## config.mk

```make
export PLATFORM = sky130hd
export DESIGN_NAME = macUnit
export DESIGN_NICKNAME = d
export VERILOG_FILES = /design/src/rtl/macUnitPkg.sv /design/src/rtl/macCtrl.sv /design/src/rtl/macDatapath.sv /design/src/rtl/macUnit.sv
export SDC_FILE = /design/constraint.sdc
export NUM_CORES = 1
export LEC_CHECK = 0
export ABC_AREA = 1
export BUFFER_PORTS_ARGS = -buffer_cell sky130_fd_sc_hd__buf_2
export CAP_MARGIN = 10
export CORE_MARGIN = 5
export CORE_UTILIZATION = 60
export CTS_CLUSTER_DIAMETER = 30
export DETAILED_ROUTE_END_ITERATION = 8
export GPL_TIMING_DRIVEN = 0
export HOLD_SLACK_MARGIN = 0.03
export MAX_ROUTING_LAYER = met4
export PLACE_DENSITY = 0.9
export SYNTH_ARGS = -nofsm -noshare
export SYNTH_HDL_FRONTEND = slang
export SYNTH_SLANG_ARGS = --single-unit
export TNS_END_PERCENT = 5
```

## constraint.sdc

```tcl
create_clock -name clk -period 6.3 [get_ports clk]
set_clock_uncertainty 0.15 [all_clocks]
set_input_delay 0.315 -clock clk [delete_from_list [all_inputs] [get_ports clk]]
set_output_delay 0.315 -clock clk [all_outputs]
set_load 0.005 [all_outputs]
```

## src/rtl/macUnitPkg.sv

```systemverilog
package macUnitPkg;

  localparam int unsigned BYTE_W = 8;

  localparam logic [7:0] ADDR_CTRL2  = 8'hF1;
  localparam logic [7:0] ADDR_MODE   = 8'hF4;
  localparam logic [7:0] ADDR_A_BASE = 8'hF2;
  localparam logic [7:0] ADDR_B_BASE = 8'hF9;
  localparam logic [7:0] ADDR_C_BASE = 8'hEC;
  localparam logic [7:0] ADDR_R_BASE = 8'hE0;
  localparam logic [7:0] ADDR_P_BASE = 8'hE4;
  localparam logic [7:0] ADDR_O_BASE = 8'hE8;

  typedef enum logic [1:0] {
    OP_MUL     = 2'b00,
    OP_ADDC    = 2'b01,
    OP_ADDPREV = 2'b10,
    OP_ADDZERO = 2'b11
  } opSel_e;

  typedef enum logic [2:0] {
    CLR_NONE  = 3'b000,
    CLR_A     = 3'b001,
    CLR_B     = 3'b010,
    CLR_C     = 3'b011,
    CLR_PREV  = 3'b100,
    CLR_ALL   = 3'b101,
    CLR_FLAGS = 3'b110,
    CLR_RSVD  = 3'b111
  } clrCmd_e;

  typedef struct packed {
    logic [1:0]        wrA;
    logic [1:0]        wrB;
    logic [3:0]        wrC;
    logic [BYTE_W-1:0] wrData;
    logic              startOp;
    opSel_e            opSel;
    logic              clrA;
    logic              clrB;
    logic              clrC;
    logic              clrPrev;
    logic              clrAll;
    logic              clrFlags;
  } macStrobe_t;

endpackage

```

## src/rtl/macCtrl.sv

```systemverilog
module macCtrl
  import macUnitPkg::*;
#(
  parameter int unsigned OPW = 16
) (
  input  logic        clk,
  input  logic        rstN,
  input  logic [7:0]  busAddr,
  input  logic        busWrEn,
  input  logic [7:0]  busWrData,
  output macStrobe_t  strobe,
  output logic        intEnable,
  output logic [1:0]  modeReg
);

  localparam int unsigned OPB  = OPW / BYTE_W;
  localparam int unsigned ACCB = 2 * OPB;

  logic     wrCtrl2;
  logic     wrMode;
  clrCmd_e  pendClr;
  logic     pendStart;
  logic [OPB-1:0]  hitA;
  logic [OPB-1:0]  hitB;
  logic [ACCB-1:0] hitC;

  assign wrCtrl2 = busWrEn && (busAddr == ADDR_CTRL2);
  assign wrMode  = busWrEn && (busAddr == ADDR_MODE);

  for (genvar i = 0; i < OPB; i++) begin : g_opHit
    assign hitA[i] = busWrEn && (busAddr == ADDR_A_BASE + 8'(i));
    assign hitB[i] = busWrEn && (busAddr == ADDR_B_BASE + 8'(i));
  end

  for (genvar i = 0; i < ACCB; i++) begin : g_accHit
    assign hitC[i] = busWrEn && (busAddr == ADDR_C_BASE + 8'(i));
  end

  always_ff @(posedge clk) begin
    if (!rstN) begin
      pendClr   <= CLR_NONE;
      pendStart <= 1'b0;
      intEnable <= 1'b0;
      modeReg   <= 2'b00;
    end else begin
      pendClr   <= wrCtrl2 ? clrCmd_e'(busWrData[7:5]) : CLR_NONE;
      pendStart <= wrMode;
      if (wrCtrl2) intEnable <= busWrData[4];
      if (wrMode)  modeReg   <= busWrData[1:0];
    end
  end

  always_comb begin
    strobe          = '0;
    strobe.wrA      = hitA;
    strobe.wrB      = hitB;
    strobe.wrC      = hitC;
    strobe.wrData   = busWrData;
    strobe.startOp  = pendStart;
    strobe.opSel    = opSel_e'(modeReg);
    strobe.clrA     = (pendClr == CLR_A);
    strobe.clrB     = (pendClr == CLR_B);
    strobe.clrC     = (pendClr == CLR_C);
    strobe.clrPrev  = (pendClr == CLR_PREV);
    strobe.clrAll   = (pendClr == CLR_ALL);
    strobe.clrFlags = (pendClr == CLR_FLAGS);
  end


  clr_onehot_chk: assert property (@(posedge clk) disable iff (!rstN)
    $onehot0({strobe.clrA, strobe.clrB, strobe.clrC, strobe.clrPrev,
              strobe.clrAll, strobe.clrFlags, strobe.startOp}));


  int_enable_chk: assert property (@(posedge clk) disable iff (!rstN)
    wrCtrl2 |=> (intEnable == $past(busWrData[4])));

endmodule

```

## src/rtl/macDatapath.sv

```systemverilog
module macDatapath
  import macUnitPkg::*;
#(
  parameter int unsigned OPW = 16
) (
  input  logic        clk,
  input  logic        rstN,
  input  macStrobe_t  strobe,
  input  logic [7:0]  busAddr,
  input  logic        intEnable,
  input  logic [1:0]  modeReg,
  output logic [7:0]  busRdData,
  output logic        flag32
);

  localparam int unsigned OPB  = OPW / BYTE_W;
  localparam int unsigned ACCW = 2 * OPW;
  localparam int unsigned ACCB = ACCW / BYTE_W;

  logic [OPW-1:0]  opA;
  logic [OPW-1:0]  opB;
  logic [ACCW-1:0] opC;
  logic [ACCW-1:0] prevReg;
  logic [ACCW-1:0] resultReg;
  logic [ACCW-1:0] ovReg;
  logic            flag16;

  logic [ACCW-1:0] addend;
  logic [ACCW:0]   sumWide;
  logic [ACCW-1:0] product;
  logic            carry16;
  logic [ACCW-1:0] opResult;
  logic            ov16Set;
  logic            ov32Set;

  always_comb begin
    unique case (strobe.opSel)
      OP_ADDC:    addend = opC;
      OP_ADDPREV: addend = prevReg;
      default:    addend = '0;
    endcase
    sumWide = {1'b0, opA, opB} + {1'b0, addend};
    carry16 = sumWide[OPW] ^ opA[0] ^ addend[OPW];
    product = ACCW'(opA) * ACCW'(opB);
    if (strobe.opSel == OP_MUL) begin
      opResult = product;
      ov16Set  = |product[ACCW-1:OPW];
      ov32Set  = 1'b0;
    end else begin
      opResult = sumWide[ACCW-1:0];
      ov16Set  = carry16;
      ov32Set  = sumWide[ACCW];
    end
  end

  always_ff @(posedge clk) begin
    if (!rstN) begin
      opA       <= '0;
      opB       <= '0;
      opC       <= '0;
      prevReg   <= '0;
      resultReg <= '0;
      ovReg     <= '0;
      flag16    <= 1'b0;
      flag32    <= 1'b0;
    end else begin
      for (int i = 0; i < OPB; i++) begin
        if (strobe.wrA[i]) opA[i*BYTE_W +: BYTE_W] <= strobe.wrData;
        if (strobe.wrB[i]) opB[i*BYTE_W +: BYTE_W] <= strobe.wrData;
      end
      for (int i = 0; i < ACCB; i++) begin
        if (strobe.wrC[i]) opC[i*BYTE_W +: BYTE_W] <= strobe.wrData;
      end
      if (strobe.startOp) begin
        resultReg <= opResult;
        prevReg   <= opResult;
        if (ov16Set) flag16 <= 1'b1;
        if (ov32Set) begin
          flag32 <= 1'b1;
          ovReg  <= sumWide[ACCW-1:0];
        end
      end
      if (strobe.clrA)    opA     <= '0;
      if (strobe.clrB)    opB     <= '0;
      if (strobe.clrC)    opC     <= '0;
      if (strobe.clrPrev) prevReg <= '0;
      if (strobe.clrFlags) begin
        flag16 <= 1'b0;
        flag32 <= 1'b0;
      end
      if (strobe.clrAll) begin
        opA       <= '0;
        opB       <= '0;
        opC       <= '0;
        prevReg   <= '0;
        resultReg <= '0;
        ovReg     <= '0;
        flag16    <= 1'b0;
        flag32    <= 1'b0;
      end
    end
  end

  always_comb begin
    busRdData = '0;
    if (busAddr == ADDR_CTRL2)
      busRdData = {3'b000, intEnable, 2'b00, flag16, flag32};
    if (busAddr == ADDR_MODE)
      busRdData = {6'b0, modeReg};
    for (int i = 0; i < OPB; i++) begin
      if (busAddr == ADDR_A_BASE + 8'(i)) busRdData = opA[i*BYTE_W +: BYTE_W];
      if (busAddr == ADDR_B_BASE + 8'(i)) busRdData = opB[i*BYTE_W +: BYTE_W];
    end
    for (int i = 0; i < ACCB; i++) begin
      if (busAddr == ADDR_C_BASE + 8'(i)) busRdData = opC[i*BYTE_W +: BYTE_W];
      if (busAddr == ADDR_R_BASE + 8'(i)) busRdData = resultReg[i*BYTE_W +: BYTE_W];
      if (busAddr == ADDR_P_BASE + 8'(i)) busRdData = prevReg[i*BYTE_W +: BYTE_W];
      if (busAddr == ADDR_O_BASE + 8'(i)) busRdData = ovReg[i*BYTE_W +: BYTE_W];
    end
  end


  mul_result_chk: assert property (@(posedge clk) disable iff (!rstN)
    (strobe.startOp && strobe.opSel == OP_MUL) |=>
      (resultReg == $past(ACCW'(opA) * ACCW'(opB))) && (prevReg == resultReg));


  ovreg_capture_chk: assert property (@(posedge clk) disable iff (!rstN)
    $rose(flag32) |-> (ovReg == resultReg));


  ov_sticky_chk: assert property (@(posedge clk) disable iff (!rstN)
    (flag32 && flag16 && !strobe.clrAll && !strobe.clrFlags) |=> (flag32 && flag16));


  clear_a_chk: assert property (@(posedge clk) disable iff (!rstN)
    strobe.clrA |=> (opA == '0));


  clear_all_chk: assert property (@(posedge clk) disable iff (!rstN)
    strobe.clrAll |=> (!flag16 && !flag32 && resultReg == '0 && ovReg == '0));

endmodule

```

## src/rtl/macUnit.sv

```systemverilog
module macUnit
  import macUnitPkg::*;
#(
  parameter int unsigned OPW = 16
) (
  input  logic       clk,
  input  logic       rstN,
  input  logic [7:0] busAddr,
  input  logic       busWrEn,
  input  logic [7:0] busWrData,
  output logic [7:0] busRdData,
  output logic       macIrq
);

  macStrobe_t strobe;
  logic       intEnable;
  logic [1:0] modeReg;
  logic       flag32;

  macCtrl #(.OPW(OPW)) u_ctrl (
    .clk       (clk),
    .rstN      (rstN),
    .busAddr   (busAddr),
    .busWrEn   (busWrEn),
    .busWrData (busWrData),
    .strobe    (strobe),
    .intEnable (intEnable),
    .modeReg   (modeReg)
  );

  macDatapath #(.OPW(OPW)) u_dp (
    .clk       (clk),
    .rstN      (rstN),
    .strobe    (strobe),
    .busAddr   (busAddr),
    .intEnable (intEnable),
    .modeReg   (modeReg),
    .busRdData (busRdData),
    .flag32    (flag32)
  );

  assign macIrq = flag32 & intEnable;

endmodule

```

### Word-level counts from Yosys, hierarchy flattened

Cells that the tools add are included.

| operators by class | value |
|---|---|
| shifts and indexed selects | 0 |
| multiplexer cells | 26 |
| bitwise operators | 4 |
| $lt $le $gt $ge | 0 |
| multiply operators | 1 |
| div/mod/pow operators | 0 |
| reduce and logical (&&, ||, !) cells | 21 |
| equality and inequality tests | 30 |
| $add $sub $neg | 1 |

Operators with widths:

| kind | number |
|---|---|
| $eq A8 B8 Y1 const B | 22 |
| $mux W8 | 20 |
| $pmux W32 S2 | 1 |
| $add A32 B32 Y33 | 1 |
| $mul A16 B16 Y32 | 1 |
| $mux W32 | 1 |
| $reduce_or A16 Y1 | 1 |
| $reduce_or A3 Y1 | 5 |
| $logic_and A1 B1 Y1 | 10 |
| $mux W5 | 2 |
| $eq A3 B3 Y1 const B | 3 |
| $eq A3 B2 Y1 const B | 2 |
| $reduce_and A2 Y1 | 3 |
| $eq A3 B1 Y1 const B | 1 |
| $eq A2 B1 Y1 const B | 1 |
| $eq A2 B2 Y1 const B | 1 |
| $logic_not A2 Y1 | 1 |
| $mux W1 | 2 |
| $reduce_or A2 Y1 | 1 |
| $xor A1 B1 Y1 | 2 |
| $and A1 B1 Y1 | 1 |
| $not A1 Y1 | 1 |

| storage, ports and cells | value |
|---|---|
| memories kept | 0 |
| memory bits (writable) | 0 |
| bits in latches | 0 |
| ROM bits | 0 |
| output and inout port bits | 9 |
| register bits after elaboration | 169 |
| input port bits | 19 |

### Depth between registers and ports, before layout

| depth | value |
|---|---|
| depth in word-level cells | 23 |
| mapped depth | 33 |
| depth with buffers taken out | 31 |

### Hierarchy

From an unflattened synthesis, not the netlist that was laid out.

| second synthesis, totals | value |
|---|---|
| cell total of the unflattened synthesis | 2810 |
| area total of the unflattened synthesis | 19124.6 sq um |

Modules (own cells, without submodules):

| module | cells each | instances | area each (sq um) |
|---|---|---|---|
| macDatapath | 2723 | 1 | 18604.1 |
| macCtrl | 85 | 1 | 513.0 |
| macUnit | 2 | 1 | 7.5 |

### Worst setup path before layout

OpenSTA, ideal clock, no wires.

| timing | value |
|---|---|
| kind | reg-to-reg |
| start | reg u_dp.opA[7] |
| end | reg u_dp.flag16 |
| cell stages (with the launch flop) | 30 |
| required time | 6.017 ns |
| arrival time | 5.690 ns |
| setup slack | 0.326 ns |
| cell sequence | dfxtp_1 > clkbuf_1 > clkbuf_1 > nand2_1 > fa_1 > inv_1 > fa_1 > inv_1 > fa_1 > inv_1 > fa_1 > fa_1 > inv_1 > fa_1 > inv_1 > ha_1 > nand2_1 > nor2_1 > nor3b_2 > nand2_1 > a31oi_1 > nor2_1 > nand2_1 > nand2_1 > nor2_1 > nand2_1 > nor2_1 > nand3_1 > nand3_1 > a21oi_1 |

| on the way | value |
|---|---|
| cells in the longest elaborated chain, start to end | 4 |

Ends and longest elaborated chain:

| what | RTL line | text |
|---|---|---|
| start, declared | macDatapath.sv:20 | `logic [OPW-1:0] opA;` |
| start signal, assigned by index | macDatapath.sv:68 | `if (strobe.wrA[i]) opA[i*BYTE_W +: BYTE_W] <= strobe.wrData;` |
| $mul A16 B16 Y32 | macDatapath.sv:44 | `product = ACCW'(opA) * ACCW'(opB);` |
| $reduce_or A16 Y1 | macDatapath.sv:47 | `ov16Set = \|product[ACCW-1:OPW];` |
| $mux W1 | macDatapath.sv:45 | `if (strobe.opSel == OP_MUL) begin` |
| $reduce_and A2 Y1 (no source line) | -- |  |
| end signal, assigned | macDatapath.sv:64 | `flag16 <= 1'b0;` |
| end signal, assigned | macDatapath.sv:77 | `if (ov16Set) flag16 <= 1'b1;` |
| end signal, assigned | macDatapath.sv:88 | `flag16 <= 1'b0;` |
| end, declared | macDatapath.sv:26 | `logic flag16;` |

Every way passes these cells.
A chain may end at the register's enable or synchronous reset.

### Worst setup path in the final report

Same ends and word-level chain as after synthesis.

==> flow_metrics.tcl <==
set metrics [dict create \
    status "finished, violations left" \
    violations "design-rule violations" \
    critPathArrivalTime_ns 6.37 \
    synthArstFlopShare_pct 0 \
    placed_cells 3259 \
    fp-row-count 65 \
    ctsHtreeMaxLevel 4 \
    crit_slowest_cell "fa_1" \
    cp.required_ns 6.47 \
    final_layout_size_suffix_gt1_share_pct 10.9 \
    rsz0062_at_grt "true" \
    peakVddDrop_mv 0.181 \
    finalNonFillerCells 3315 \
    cts_made_buffers 17 \
    p_int_mw 1.69 \
    fp.dieH_microns 189 \
    netlist_instances 2835 \
    syn_to_final_growth_pct 12.2 \
    fmaxAchievable_mhz 161 \
    clockBufferDepth 2 \
    clk_pin_slew_ns 0.07 \
    root_buffer "clkbuf_16" \
    drt-initial-drc-count 3080 \
    netlist_top_cells_area "fa_1 20%, dfxtp_1 18%, nand2_1 17%" \
    grt_max_degree 17 \
    worstSetupEndpointType "flop" \
    fin_crit_ns 6.20 \
    p_switching_uw 570 \
    hold_path_class "in2reg" \
    die_x_microns 189 \
    cp-start-kind "flop" \
    cts.sinks 169 \
    post-dp-hpwl_microns 57700 \
    seqPwrFrac_pct 47.4 \
    clock_latency_ns 0.46 \
    start_util_pct 61.0 \
    synth_most_common_cell "nand2_1" \
    cap_violations 0 \
    setup_slack_ns 0.0988 \
    dr_total_vias 20225 \
    yosysUniqueCellTypes 58 \
    core_sq_um 31600 \
    wl_per_cell_microns 22.5 \
    final_hold_viol_count 0 \
    gr-total-overflow 0 \
    avgSynthCellArea_sq_um 6.81 \
    max_stage_delay_ns 0.56 \
    pwr-share-clk_pct 48.0 \
    maxSlewViolCount 0 \
    period_share_pct 98.4 \
    place.gp.congestion 1.10 \
    grt_antenna_before_repair 1 \
    ant_nets 0 \
    yosysTopAreaCellShare_pct 20.2 \
    nNetsFinal 3250 \
    whs_path_depth 3 \
    yosys_warnings 0 \
    port_buffers 22 \
    syn-cell-area_sq_um 19300 \
    fillers 2666 \
    critPathKind "reg2reg" \
    synth_flop_cell "dfxtp_1" \
    power_density_nw_per_um2 104 \
    syn_nets 3188 \
    grt_pass1_wl_microns 111000 \
    reg2regPathDepth 31 \
    power.leakage_nw 10.9 \
    place_ws_ns -1.18 \
    grt_use_total_pct 41.8 \
    via_per_inst 6.10 \
    synthTopCellsByCount "867 x nand2_1, 510 x inv_1, 259 x a21oi_1" \
    worstMarginPinSlew_ns 0.992 \
    p_comb_share_pct 4.6 \
    hold_ws_ns 0.137 \
    io_pins 28 \
    worstPathMaxFanout 5 \
    relSlewSlack_pct 33.6 \
    yosys.area.top_type "fa_1" \
    die-area_sq_um 35900 \
    drcViolationCount 2 \
    dr.pass1.iters 9 \
    cts_tree "yes" \
    setup_viol 0 \
    routed_wl_microns 74500 \
    ys_seq_area_share_pct 17.5 \
    grt_pass1_vias 19196 \
    yosys_register_bits 169 \
    sw_frac_of_total_pct 25.3 \
    tns_ns 0 \
    synth_edf_count 0 \
]
## critical path: cells and delay by family (launching register included)
family,cells,cell delay (ns)
simple gates,13,1.17
flops,1,0.36
fa+ha+maj,7,3.27
compound gates,3,0.35
buf+inv,8,0.75
## timing repair
item                                   4_1_cts  5_1_grt
gates resized for setup                    187      150
pin swaps                                    0       25
hold buffers                                 1        0
setup endpoints to repair                   47       39
endpoints found under the hold margin        1        0
buffers inserted                             8       12
## cells in the final DEF (no fill, tap or decap), types with 5 or more instances in the layout
cell	count
nand2_1	853
inv_1	507
a21oi_1	246
fa_1	195
dfxtp_1	156
nor2_1	134
ha_1	128
o21ai_0	89
nand3_1	84
clkbuf_1	46
nand2_2	37
nand4_1	34
buf_4	32
a21oi_2	32
buf_2	28
xor2_1	23
clkbuf_8	20
clkbuf_16	17
or2_2	14
buf_6	13
buf_8	13
o21ai_1	12
nor3_1	11
nor2_2	10
xnor2_1	10
ha_4	9
dfxtp_2	9
o211ai_1	8
a21o_1	8
buf_1	8
inv_2	7
buf_12	7
a21oi_4	6
o22ai_1	5
nand3_2	5
o21a_1	5
o21ai_2	5
o21bai_1	5
## metal layers
metal	part of all wire [%]	vias to the layer above	wire length (microns)	track usage, %
met4	5.2	0	3910	17.3
met2	41	1637	30500	57.7
met1	38	9381	28000	56.2
met5	0	-	0	-
li1	-	8874	-	-
met3	16	333	12100	14.2
## power by group through the flow
stage               sequential (mW)  combinational [mW]  clock, mW
finish                         1.07               0.104       1.08
detailed placement             1.10              0.0904          0
CTS                            1.07              0.0938       1.07
floorplan                      1.10              0.0476          0
global placement               1.10              0.0895          0
global route                   1.07               0.105       1.12
## registers in the layout, summed over array words and instances (netlist names)
| register | count |
|---|---|
| u_dp.flag32 | 1 |
| u_dp.flag16 | 1 |
| u_dp.opC | 32 |
| u_ctrl.intEnable | 1 |
| u_dp.ovReg | 32 |
| u_dp.resultReg | 32 |
| u_dp.opB | 16 |
| u_dp.prevReg | 32 |
| u_ctrl.modeReg | 2 |
| u_ctrl.pendStart | 1 |
| u_dp.opA | 16 |
| u_ctrl.pendClr | 3 |
## logic make-up (layout without fill, tap and decap cells)
logic type	after synthesis	count (layout)	synth area share, %
other	0	3	0
adders and majority gates	334	334	29.2
buffers and inverters	642	717	12.8
and+or+nand+nor	1211	1211	25.9
muxes	1	1	0.0583
AOI/OAI and AO/OA	441	441	12.8
DFF	169	169	17.5
xor gates and xnor gates	37	37	1.68
## per-stage QoR
step	instance area, sq um	utilization [%]	power [mW]
after detailed placement	19900	63.0	1.19
after global placement	19900	63.0	1.19
final	21700	68.5	2.26
after global routing	21700	68.5	2.29
after floorplan	19300	-	1.14
after CTS	21100	66.7	2.23
## path summary, 6_finish.rpt
path / start / endpoint / slack (ns)
setup reg to reg: u_dp.opA[7]$_SDFFE_PP0P_ / u_dp.flag16$_SDFFE_PP0P_ / 0.1
hold reg to reg: u_dp.ovReg[28]$_SDFFE_PP0P_ / u_dp.ovReg[28]$_SDFFE_PP0P_ / 0.31
setup / recovery: u_dp.opA[7]$_SDFFE_PP0P_ / u_dp.flag16$_SDFFE_PP0P_ / 0.1
hold / removal: busWrData[2] / u_dp.opC[26]$_SDFFE_PP0P_ / 0.14
## final cells by class
cell class | instances | area, sq um | share of cell area, %
Multi-Input combinational cell | 2024 | 13900 | 64.0
Sequential cell | 169 | 3410 | 15.7
Inverter | 516 | 1940 | 8.95
Buffer | 126 | 1080 | 5.01
Tap cell | 402 | 503 | 2.32
Clock buffer | 19 | 443 | 2.04
Timing Repair Buffer | 43 | 270 | 1.25
Clock inverter | 13 | 145 | 0.670
Antenna cell | 3 | 7.51 | 0.0347
(Power assumes the default switching activity.)
